$ cat config.mk
export PLATFORM = sky130hd
export DESIGN_NAME = pll_start_seq
export DESIGN_NICKNAME = d
export VERILOG_FILES = /design/src/rtl/pll_seq_pkg.sv /design/src/rtl/pll_arg_check.sv /design/src/rtl/pll_lock_timer.sv /design/src/rtl/pll_ctl_regs.sv /design/src/rtl/pll_start_seq.sv
export SDC_FILE = /design/constraint.sdc
export NUM_CORES = 1
export LEC_CHECK = 0
export BUFFER_PORTS_ARGS = -buffer_cell sky130_fd_sc_hd__buf_2
export CAP_MARGIN = 20
export CORE_MARGIN = 8
export CORE_UTILIZATION = 55
export CTS_CLUSTER_DIAMETER = 200
export DETAILED_ROUTE_END_ITERATION = 16
export HOLD_SLACK_MARGIN = 0.03
export PLACE_DENSITY = 0.83
export SLEW_MARGIN = 15
export SYNTH_ARGS = -nofsm -noshare
export SYNTH_HDL_FRONTEND = slang
export SYNTH_HIERARCHICAL = 1
export SYNTH_SLANG_ARGS = --single-unit
export TNS_END_PERCENT = 5
$ cat constraint.sdc
create_clock -name clk -period 7.67 [get_ports clk]
set_clock_uncertainty 0.05 [all_clocks]
set_input_delay 0.3835 -clock clk [delete_from_list [all_inputs] [get_ports clk]]
set_output_delay 0.3835 -clock clk [all_outputs]
set_load 0.01 [all_outputs]
$ cat src/rtl/pll_seq_pkg.sv
package pll_seq_pkg;

   typedef enum logic [3:0] {
      ST_IDLE,
      ST_XTAL,
      ST_IBYP,
      ST_PWR,
      ST_DAC,
      ST_MODE,
      ST_FB,
      ST_REF,
      ST_POST,
      ST_WAIT,
      ST_SWITCH
   } seq_st_e;

   // Successor of a single-cycle control step; optional steps are skipped.
   function automatic seq_st_e step_after(seq_st_e s, bit has_dac, bit has_mode);
      seq_st_e n;
      case (s)
         ST_IDLE: n = ST_XTAL;
         ST_XTAL: n = ST_IBYP;
         ST_IBYP: n = ST_PWR;
         ST_PWR:  n = has_dac ? ST_DAC : (has_mode ? ST_MODE : ST_FB);
         ST_DAC:  n = has_mode ? ST_MODE : ST_FB;
         ST_MODE: n = ST_FB;
         ST_FB:   n = ST_REF;
         ST_REF:  n = ST_POST;
         ST_POST: n = ST_WAIT;
         default: n = ST_IDLE;
      endcase
      return n;
   endfunction

endpackage

$ cat src/rtl/pll_arg_check.sv
module pll_arg_check #(
   parameter int ARG_W = 16,
   parameter int REF_W = 6,
   parameter int FB_W  = 12,
   parameter int PD_W  = 3
) (
   input  logic [ARG_W-1:0] ref_req,
   input  logic [ARG_W-1:0] fb_req,
   input  logic [ARG_W-1:0] pd1_req,
   input  logic [ARG_W-1:0] pd2_req,
   output logic             fits
);
   logic ref_ok, fb_ok, pd1_ok, pd2_ok;

   // A value fits when nothing remains above its field width.
   always_comb begin
      ref_ok = ((ref_req >> REF_W) == '0);
      fb_ok  = ((fb_req  >> FB_W)  == '0);
      pd1_ok = ((pd1_req >> PD_W)  == '0);
      pd2_ok = ((pd2_req >> PD_W)  == '0);
      fits   = ref_ok && fb_ok && pd1_ok && pd2_ok;
   end

   initial begin
      assert (REF_W <= ARG_W && FB_W <= ARG_W && PD_W <= ARG_W)
         else $error("pll_arg_check: field wider than request port");
   end
endmodule

$ cat src/rtl/pll_lock_timer.sv
module pll_lock_timer #(
   parameter int LIMIT = 2000000
) (
   input  logic clk,
   input  logic rst_n,
   input  logic run,
   output logic expired
);
   localparam int CW = (LIMIT > 1) ? $clog2(LIMIT) : 1;
   localparam logic [CW-1:0] LAST = CW'(LIMIT - 1);

   logic [CW-1:0] cnt;

   always_ff @(posedge clk or negedge rst_n) begin
      if (!rst_n)           cnt <= '0;
      else if (!run)        cnt <= '0;
      else if (cnt != LAST) cnt <= cnt + 1'b1;
   end

   assign expired = run && (cnt == LAST);

   // each wait cycle without expiry moves the count up by one
   p_tmr_step_r6: assert property (@(posedge clk) disable iff (!rst_n)
      (run && !expired) |=> (!run || cnt == $past(cnt) + 1'b1));

   initial begin
      assert (LIMIT >= 2) else $error("pll_lock_timer: LIMIT below 2");
   end
endmodule

$ cat src/rtl/pll_ctl_regs.sv
module pll_ctl_regs import pll_seq_pkg::*; #(
   parameter int REF_W    = 6,
   parameter int FB_W     = 12,
   parameter int PD_W     = 3,
   parameter bit HAS_DAC  = 1'b1,
   parameter bit HAS_MODE = 1'b1
) (
   input  logic             clk,
   input  logic             rst_n,
   input  seq_st_e          st,
   input  logic             frac_q,
   input  logic [REF_W-1:0] ref_q,
   input  logic [FB_W-1:0]  fb_q,
   input  logic [PD_W-1:0]  pd1_q,
   input  logic [PD_W-1:0]  pd2_q,
   output logic             pll_sel,
   output logic             int_byp,
   output logic             pwr_dn,
   output logic             dac_pd,
   output logic             frac_en,
   output logic [REF_W-1:0] ref_o,
   output logic [FB_W-1:0]  fb_o,
   output logic [PD_W-1:0]  pd1_o,
   output logic [PD_W-1:0]  pd2_o
);

   always_ff @(posedge clk or negedge rst_n) begin
      if (!rst_n) begin
         pll_sel <= 1'b0;
         int_byp <= 1'b1;
         pwr_dn  <= 1'b1;
         ref_o   <= '0;
         fb_o    <= '0;
         pd1_o   <= '0;
         pd2_o   <= '0;
      end else begin
         case (st)
            ST_XTAL:   pll_sel <= 1'b0;
            ST_IBYP:   int_byp <= 1'b0;
            ST_PWR:    pwr_dn  <= 1'b0;
            ST_FB:     fb_o    <= fb_q;
            ST_REF:    ref_o   <= ref_q;
            ST_POST: begin
               pd1_o <= pd1_q;
               pd2_o <= pd2_q;
            end
            ST_SWITCH: pll_sel <= 1'b1;
            default: ;
         endcase
      end
   end

   generate
      if (HAS_DAC) begin : g_dac
         always_ff @(posedge clk or negedge rst_n) begin
            if (!rst_n)            dac_pd <= 1'b1;
            else if (st == ST_DAC) dac_pd <= 1'b0;
         end
      end else begin : g_no_dac
         assign dac_pd = 1'b1;
      end

      if (HAS_MODE) begin : g_mode
         always_ff @(posedge clk or negedge rst_n) begin
            if (!rst_n)             frac_en <= 1'b0;
            else if (st == ST_MODE) frac_en <= frac_q;
         end
      end else begin : g_no_mode
         assign frac_en = 1'b0;
      end
   endgenerate

   // internal bypass is released only with the mux already on crystal
   p_ibyp_order_r3: assert property (@(posedge clk) disable iff (!rst_n)
      $fell(int_byp) |-> !pll_sel);
   // power-down is released only after the internal bypass
   p_pwr_order_r3: assert property (@(posedge clk) disable iff (!rst_n)
      $fell(pwr_dn) |-> !int_byp);
   // dividers are loaded only once the PLL is powered
   p_div_order_r3: assert property (@(posedge clk) disable iff (!rst_n)
      !$stable({fb_o, ref_o, pd1_o, pd2_o}) |-> (!pwr_dn && !int_byp));
   // the PLL is selected only when it is powered and not bypassed
   p_sel_ready_r5: assert property (@(posedge clk) disable iff (!rst_n)
      $rose(pll_sel) |-> (!pwr_dn && !int_byp));
endmodule

$ cat src/rtl/pll_start_seq.sv
module pll_start_seq import pll_seq_pkg::*; #(
   parameter int ARG_W      = 16,
   parameter int REF_W      = 6,
   parameter int FB_W       = 12,
   parameter int PD_W       = 3,
   parameter int PD1_LSB    = 24,
   parameter int WORD_W     = 32,
   parameter int CYC_PER_US = 100,
   parameter int LOCK_US    = 20000,
   parameter bit HAS_DAC    = 1'b1,
   parameter bit HAS_MODE   = 1'b1
) (
   input  logic              clk,
   input  logic              rst_n,
   input  logic              start,
   input  logic              frac_req,
   input  logic [ARG_W-1:0]  ref_req,
   input  logic [ARG_W-1:0]  fb_req,
   input  logic [ARG_W-1:0]  pd1_req,
   input  logic [ARG_W-1:0]  pd2_req,
   input  logic              lock_in,
   output logic              pll_sel,
   output logic              int_byp,
   output logic              pwr_dn,
   output logic              dac_pd,
   output logic              frac_en,
   output logic [WORD_W-1:0] div_word,
   output logic              busy,
   output logic              done,
   output logic              ok,
   output logic              timeout
);
   localparam int LIMIT   = CYC_PER_US * LOCK_US;
   localparam int FB_LSB  = REF_W;
   localparam int PD2_LSB = PD1_LSB + PD_W;

   seq_st_e          st_q, st_nx;
   logic             args_fit, tmo_hit, accept, reject, lock_end, tmo_end;
   logic             frac_q;
   logic [REF_W-1:0] ref_q, ref_o;
   logic [FB_W-1:0]  fb_q, fb_o;
   logic [PD_W-1:0]  pd1_q, pd2_q, pd1_o, pd2_o;

   pll_arg_check #(.ARG_W(ARG_W), .REF_W(REF_W), .FB_W(FB_W), .PD_W(PD_W)) u_check (
      .ref_req(ref_req), .fb_req(fb_req), .pd1_req(pd1_req), .pd2_req(pd2_req),
      .fits(args_fit)
   );

   pll_lock_timer #(.LIMIT(LIMIT)) u_timer (
      .clk(clk), .rst_n(rst_n), .run(st_q == ST_WAIT), .expired(tmo_hit)
   );

   assign accept   = start && (st_q == ST_IDLE) && args_fit;
   assign reject   = start && (st_q == ST_IDLE) && !args_fit;
   assign lock_end = (st_q == ST_SWITCH);
   assign tmo_end  = (st_q == ST_WAIT) && !lock_in && tmo_hit;

   always_comb begin
      case (st_q)
         ST_IDLE:   st_nx = accept ? ST_XTAL : ST_IDLE;
         ST_WAIT:   st_nx = lock_in ? ST_SWITCH : (tmo_hit ? ST_IDLE : ST_WAIT);
         ST_SWITCH: st_nx = ST_IDLE;
         default:   st_nx = step_after(st_q, HAS_DAC, HAS_MODE);
      endcase
   end

   always_ff @(posedge clk or negedge rst_n) begin
      if (!rst_n) begin
         st_q    <= ST_IDLE;
         frac_q  <= 1'b0;
         ref_q   <= '0;
         fb_q    <= '0;
         pd1_q   <= '0;
         pd2_q   <= '0;
         done    <= 1'b0;
         ok      <= 1'b0;
         timeout <= 1'b0;
      end else begin
         st_q <= st_nx;
         done <= reject || lock_end || tmo_end;
         if (accept) begin
            frac_q <= frac_req;
            ref_q  <= ref_req[REF_W-1:0];
            fb_q   <= fb_req[FB_W-1:0];
            pd1_q  <= pd1_req[PD_W-1:0];
            pd2_q  <= pd2_req[PD_W-1:0];
         end
         if (reject) begin
            ok      <= 1'b0;
            timeout <= 1'b0;
         end else if (lock_end) begin
            ok      <= 1'b1;
            timeout <= 1'b0;
         end else if (tmo_end) begin
            ok      <= 1'b0;
            timeout <= 1'b1;
         end
      end
   end

   assign busy = (st_q != ST_IDLE);

   pll_ctl_regs #(
      .REF_W(REF_W), .FB_W(FB_W), .PD_W(PD_W), .HAS_DAC(HAS_DAC), .HAS_MODE(HAS_MODE)
   ) u_ctl (
      .clk(clk), .rst_n(rst_n), .st(st_q),
      .frac_q(frac_q), .ref_q(ref_q), .fb_q(fb_q), .pd1_q(pd1_q), .pd2_q(pd2_q),
      .pll_sel(pll_sel), .int_byp(int_byp), .pwr_dn(pwr_dn), .dac_pd(dac_pd),
      .frac_en(frac_en), .ref_o(ref_o), .fb_o(fb_o), .pd1_o(pd1_o), .pd2_o(pd2_o)
   );

   always_comb begin
      div_word = '0;
      div_word[REF_W-1:0]       = ref_o;
      div_word[FB_LSB +: FB_W]  = fb_o;
      div_word[PD1_LSB +: PD_W] = pd1_o;
      div_word[PD2_LSB +: PD_W] = pd2_o;
   end

   initial begin
      assert (FB_LSB + FB_W <= PD1_LSB) else $error("pll_start_seq: feedback overlaps post-divider");
      assert (PD2_LSB + PD_W <= WORD_W) else $error("pll_start_seq: post-divider beyond word");
      assert (LIMIT >= 2)               else $error("pll_start_seq: lock budget too small");
   end

   // while running past the first step the mux stays on crystal
   p_xtal_while_busy_r2: assert property (@(posedge clk) disable iff (!rst_n)
      (busy && st_q != ST_XTAL) |-> !pll_sel);
   // the PLL is selected only together with a successful finish
   p_sel_with_ok_r5: assert property (@(posedge clk) disable iff (!rst_n)
      $rose(pll_sel) |-> (done && ok && !timeout));
   // a timed-out result never leaves the PLL selected
   p_tmo_on_xtal_r6: assert property (@(posedge clk) disable iff (!rst_n)
      timeout |-> !pll_sel);
   // a refusal finishes straight from idle without a run
   p_reject_idle_r7: assert property (@(posedge clk) disable iff (!rst_n)
      (done && !ok && !timeout) |-> (!busy && $past(st_q == ST_IDLE)));
   // a run ends only through a finish pulse
   p_busy_ends_done_r8: assert property (@(posedge clk) disable iff (!rst_n)
      $fell(busy) |-> done);
   // result flags move only on the finishing edge
   p_result_on_done_r9: assert property (@(posedge clk) disable iff (!rst_n)
      !$stable({ok, timeout}) |-> done);
endmodule

# Word-level counts from Yosys, hierarchy flattened
# Memory sizes are Yosys's and may differ from the RTL's.
# Index checks and enable logic that the tools add are counted.
op_classes:
  add_sub_neg: 1
  multipliers: 0
  div: 0
  order_cmp: 0
  n_eq_ne: 13
  shift: 0
  muxes: 13
  bitwise_logic: 0
  n_reduce_logical: 21
ops:
  columns: ["operator", "n"]
  rows:
  - ["$logic_not 16->1", 4]
  - ["$mux 21", 2]
  - ["$add 21x1->21 const B", 1]
  - ["$eq 21x21->1 const B", 1]
  - ["$ne 21x21->1 const B", 1]
  - ["$eq 4x3->1 const B", 4]
  - ["$eq 4x4->1 const B", 3]
  - ["$pmux 4 s3", 1]
  - ["$logic_and 1x1->1", 9]
  - ["$eq 4x2->1 const B", 2]
  - ["$mux 4", 2]
  - ["$mux 1", 7]
  - ["$eq 4x1->1 const B", 1]
  - ["$logic_not 4->1", 1]
  - ["$reduce_bool 4->1", 1]
  - ["$reduce_bool 3->1", 1]
  - ["$logic_not 1->1", 2]
  - ["$logic_or 1x1->1", 2]
  - ["$ne 2x2->1 const B", 1]
  - ["$pmux 1 s2", 1]
  - ["$reduce_bool 2->1", 1]
totals:
  regBits: 82
  latch_bits: 0
  ram_bits: 0
  romBits: 64
  word_cells: 68
  memories: 1
memory_table:
  columns: ["memory", "depth", "width", "rd", "rd_ports_with_merged_regs", "wr", "line_no", "rtl"]
  rows:
  - ["(no name shown)", 16, 4, 1, 0, 0, "pll_seq_pkg.sv:20", "case (s)"]

# Longest topological paths before layout
depth:
  ltp_word: 8
  depth_mapped: 10

# Hierarchy
# The synthesis kept the hierarchy.
modules_own_cells:
  columns: ["module", "n_inst", "cells_each", "area_each_um2"]
  rows:
  - ["pll_start_seq", 1, 113, 1607.8]
  - ["pll_ctl_regs", 1, 71, 1182.4]
  - ["pll_lock_timer", 1, 120, 1119.8]
  - ["pll_arg_check", 1, 14, 95.1]

# Least setup slack after synthesis
# Ideal clock, no wire load.
synth_path:
  path_kind: "reg-to-reg"
  from: "register u_timer.cnt[14]"
  to: "register ok"
  setup_time_ns: 0.134
  arrival_ns: 2.353
  required_time_ns: 7.486
  slack_ns: 5.132
  stages_incl_launch_ff: 8
  path_buffers: 0
  path_cell_list: "dfrtp_1 -> or4b_1 -> or4_4 -> or3_4 -> nor2_1 -> nor2b_1 -> a21bo_2 -> a32oi_1"
synth_via:
  elab_chain_len: 4
synth_rtl:
  columns: ["element", "line_no", "rtl"]
  rows:
  - ["from (decl)", "pll_lock_timer.sv:12", "logic [CW-1:0] cnt;"]
  - ["from (signal assigned)", "pll_lock_timer.sv:17", "else if (cnt != LAST) cnt <= cnt + 1'b1;"]
  - ["$eq 21x21->1", "pll_lock_timer.sv:20", "assign expired = run && (cnt == LAST);"]
  - ["$logic_and 1x1->1", "pll_lock_timer.sv:20", null]
  - ["net tmo_hit", "pll_start_seq.sv:38", "logic args_fit, tmo_hit, accept, reject, lock_end, tmo_end;"]
  - ["$logic_and 1x1->1", "pll_start_seq.sv:56", "assign tmo_end = (st_q == ST_WAIT) && !lock_in && tmo_hit;"]
  - ["$reduce_bool 3->1 (no source line)", null, null]
  - ["to (signal assigned)", "pll_start_seq.sv:76", "ok <= 1'b0;"]
  - ["to (signal assigned)", "pll_start_seq.sv:89", "ok <= 1'b0;"]
  - ["to (signal assigned)", "pll_start_seq.sv:92", "ok <= 1'b1;"]
  - ["to (decl)", "pll_start_seq.sv:30", "output logic ok,"]
# The timed path passes the listed nets, and every way through them passes these cells.
# A chain may end at the register's enable or synchronous reset.

# Worst setup path after layout
# Ends and elaborated chain as after synthesis.

==> out/summary.txt <==
Setup TNS: 0 ps
Async S/R FF share, synth: 100.0%
Sw Share: 29.64%
Minimum clock period: 2776 ps
CTS root buf: clkbuf_8
Total grt overflow: 0
Num rows: 31
Vias in the first global route: 2911
Synth warnings: 6
Post-synth EDFFs: 0
DRC viols: 0
Vias per inst: 5.473
CTS tree: done
Ports: 110
R2r startpoint: u_timer/cnt[14]
Psw: 0.0002852 W
Largest area contributor in the netlist: dfrtp_1
H-tree depth: 3
Count leader, synth: dfrtp_1
Initial Util: 56.12%
DR WL/cell: 17.28 um
M2 GR Usage: 30.47%
PnR Total Power: 0.0009623 W
R2R Setup Slk: 4890 ps
Hold Path Class: in2reg
Fmax: 0.3602 GHz
RSZ-0062 raised after global routing: false
Drt first-iter violations: 150
Worst setup SP type: register
Crit end category: register
Layout Nets: 491
Worst-path clk slew: 90 ps
Clock latency on the worst-skew pair: 360 ps
Cell count after synthesis: 318
Router iterations before antenna repair: 4
Post-synth top flop: dfrtp_1
Hold Path Origin: fb_req[1]
Final period utilization: 36.19%
Final Hold Viols: 0
CORE AREA: 7137 um^2
Die width: 101.3 um
Area contributors post-synth: dfrtp_1 49%, mux2_2 8.4%, mux2_4 7.9%, dfstp_2 2.0%, ha_1 1.9%
DIE AREA: 10270 um^2
Worst Setup Slack, final: 4894 ps
WHS Path Cells: 2
Layout cells sized above 1: 43.94%
Crit-path max FO: 7
Vias after detailed routing: 2846
Syn_area_per_cell: 12.59 um^2
P_int: 0.0006771 W
Synth top cells by count: 79 x dfrtp_1, 30 x mux2_2, 21 x mux2_4
Met3 Use GR: 3.986%
Crit Path Class: reg2reg
Leakage power: 2.298 nW
Die Ht: 101.3 um
Worst hold endpoint: fb_q[1]
Synth Cell Area: 4005 um^2
Share of total power in the clock network: 33.8%
Pre-CTS WS: 4957 ps
Worst R2R End: ok
Fin util: 65.92%
Setup-failing EPs final: 0
Antenna diodes: 0
Sequential share of the synthesized area: 51.33%
Detailed Place HPWL: 6529 um
TritonCTS Buffers: 9
Reg power frac: 50.4%
Fillers: 555
Slew at the pin closest to its max-slew limit: 628.1 ps
GRT met1 Usage: 21.52%
Slew headroom: 57.95%
Routability cong.: 0.8666
GRT Max-Usage Layer: met2
Final Max Tran Viols: 0
Hold slack: 195.3 ps
Pwr dens: 204.6 nW/um^2
Comb power frac: 15.7%
Global routing usage summed across all routing layers: 17.88%
Yosys reg bits: 82
Port Buffers: 101
CTS Buffer Depth: 2
Max IR drop VDD: 0.09345 mV
Final ANT Viol Nets: 0
Share of the synthesized area in the top cell type: 49.36%
R2R depth: 7
Synth unique cells: 61
Status: completed
Max Cap Viol: 0
Largest net degree at the start of global routing: 83
Clock Sinks: 82
Synth-to-Final Area Change: 17.46%
First-pass GRT wire length: 14390 um
Routed wire length: 8983 um
Antenna violations before repair: 0
Crit path arrival time: 2960 ps
Critical path required time: 7860 ps
worst max-delay path by stage:
| stage | from | to | slack, ps | cells after the start |
|---|---|---|---|---|
| 2_1_floorplan | u_timer/cnt[14] | ok | 5130 | 7 |
| 3_3_place_gp | u_timer/cnt[14] | ok | 5010 | 7 |
| 3_5_place_dp | u_timer/cnt[14] | ok | 4960 | 7 |
| 4_1_cts | u_timer/cnt[14] | ok | 4910 | 7 |
| 5_1_grt | u_timer/cnt[14] | ok | 4810 | 7 |
| 6_report | u_timer/cnt[14] | ok | 4890 | 7 |
area by class of cell:
cell class	instances	area, um^2	share of cell area, %
sequential	82	2056	43.70
timing repair buffer	103	545.5	11.60
clock buffer	9	123.9	2.633
clock inverter	7	83.83	1.782
multi-input combinational	210	1734	36.86
tap	99	123.9	2.633
inverter	10	37.54	0.7979
kinds of logic after synthesis:
logic type,Yosys count,synth area share (%)
AND/OR/NAND/NOR,97,15.62
flip-flops,82,51.33
multiplexers,54,17.06
AO/OA/AOI/OAI,39,6.685
buffers and inverters,33,6.029
adder cells (fa/ha/maj),6,1.874
XOR/XNOR,6,1.312
other,1,0.09363
power by group through the flow:
stage / clock (W) / sequential (W) / combinational, W
after global placement: 0 / 0.000491 / 0.000146
final: 0.000325 / 0.000485 / 0.000152
after CTS: 0.000333 / 0.000485 / 0.000151
after floorplan: 0 / 0.000469 / 0.000137
after detailed placement: 0 / 0.000493 / 0.000150
after global routing: 0.000352 / 0.000490 / 0.000168
registers in the layout, indices dropped and copies added (netlist names):
signal	cells
u_ctl/pwr_dn	1
u_ctl/pd2_o	3
u_timer/cnt	21
pd1_q	3
timeout	1
u_ctl/pll_sel	1
done	1
st_q	4
pd2_q	3
fb_q	12
u_ctl/ref_o	6
u_ctl/int_byp	1
u_ctl/pd1_o	3
frac_q	1
u_ctl/frac_en	1
ref_q	6
u_ctl/fb_o	12
ok	1
u_ctl/dac_pd	1
layout by cell type (no fill, tap or decap), drive strengths merged, types with 3 or more instances in the layout:
cell / Yosys / layout
buf: 17 / 102
dfrtp: 79 / 79
mux2: 51 / 51
nor2: 15 / 15
nand2: 14 / 14
nor4: 13 / 13
inv: 10 / 13
nand3: 10 / 10
a21oi: 9 / 9
clkbuf: 6 / 9
conb: 1 / 8
o21ai: 8 / 8
ha: 6 / 6
nand4: 6 / 6
or3: 6 / 6
a31oi: 5 / 5
xnor2: 4 / 4
or4: 4 / 4
and3: 4 / 4
nor3: 4 / 4
mux2i: 3 / 3
nand2b: 3 / 3
o31ai: 3 / 3
dfstp: 3 / 3
and4: 3 / 3
worst max-delay path, cell delays in order, from the launching register on:
cell and delay, ps:
dfrtp_1 460, or4b_1 560, or4_4 580, or3_4 380
nor2_1 150, nor2b_1 270, a21bo_2 170, a32oi_1 40
timing repair:
action | in CTS | in global routing
hold buffers | 0 | 1
resized for setup | 0 | 0
setup buffers | 0 | 0
endpoints found under the setup margin | 0 | 0
endpoints found under the hold margin | 0 | 16
routing by layer:
| layer | vias to the layer above | wire (um) |
|---|---|---|
| met2 | 85 | 4617 |
| met1 | 1402 | 3755 |
| met3 | 15 | 486 |
| met4 | 0 | 124 |
| met5 | - | 0 |
| li1 | 1344 | - |
stage by stage:
stage,std cells,area [um^2]
after floorplan,325,4031
after global placement,502,4459
after detailed placement,502,4459
after CTS,518,4667
after global routing,520,4705
final,520,4705
Note: power is estimated with default switching activity, not from simulation.
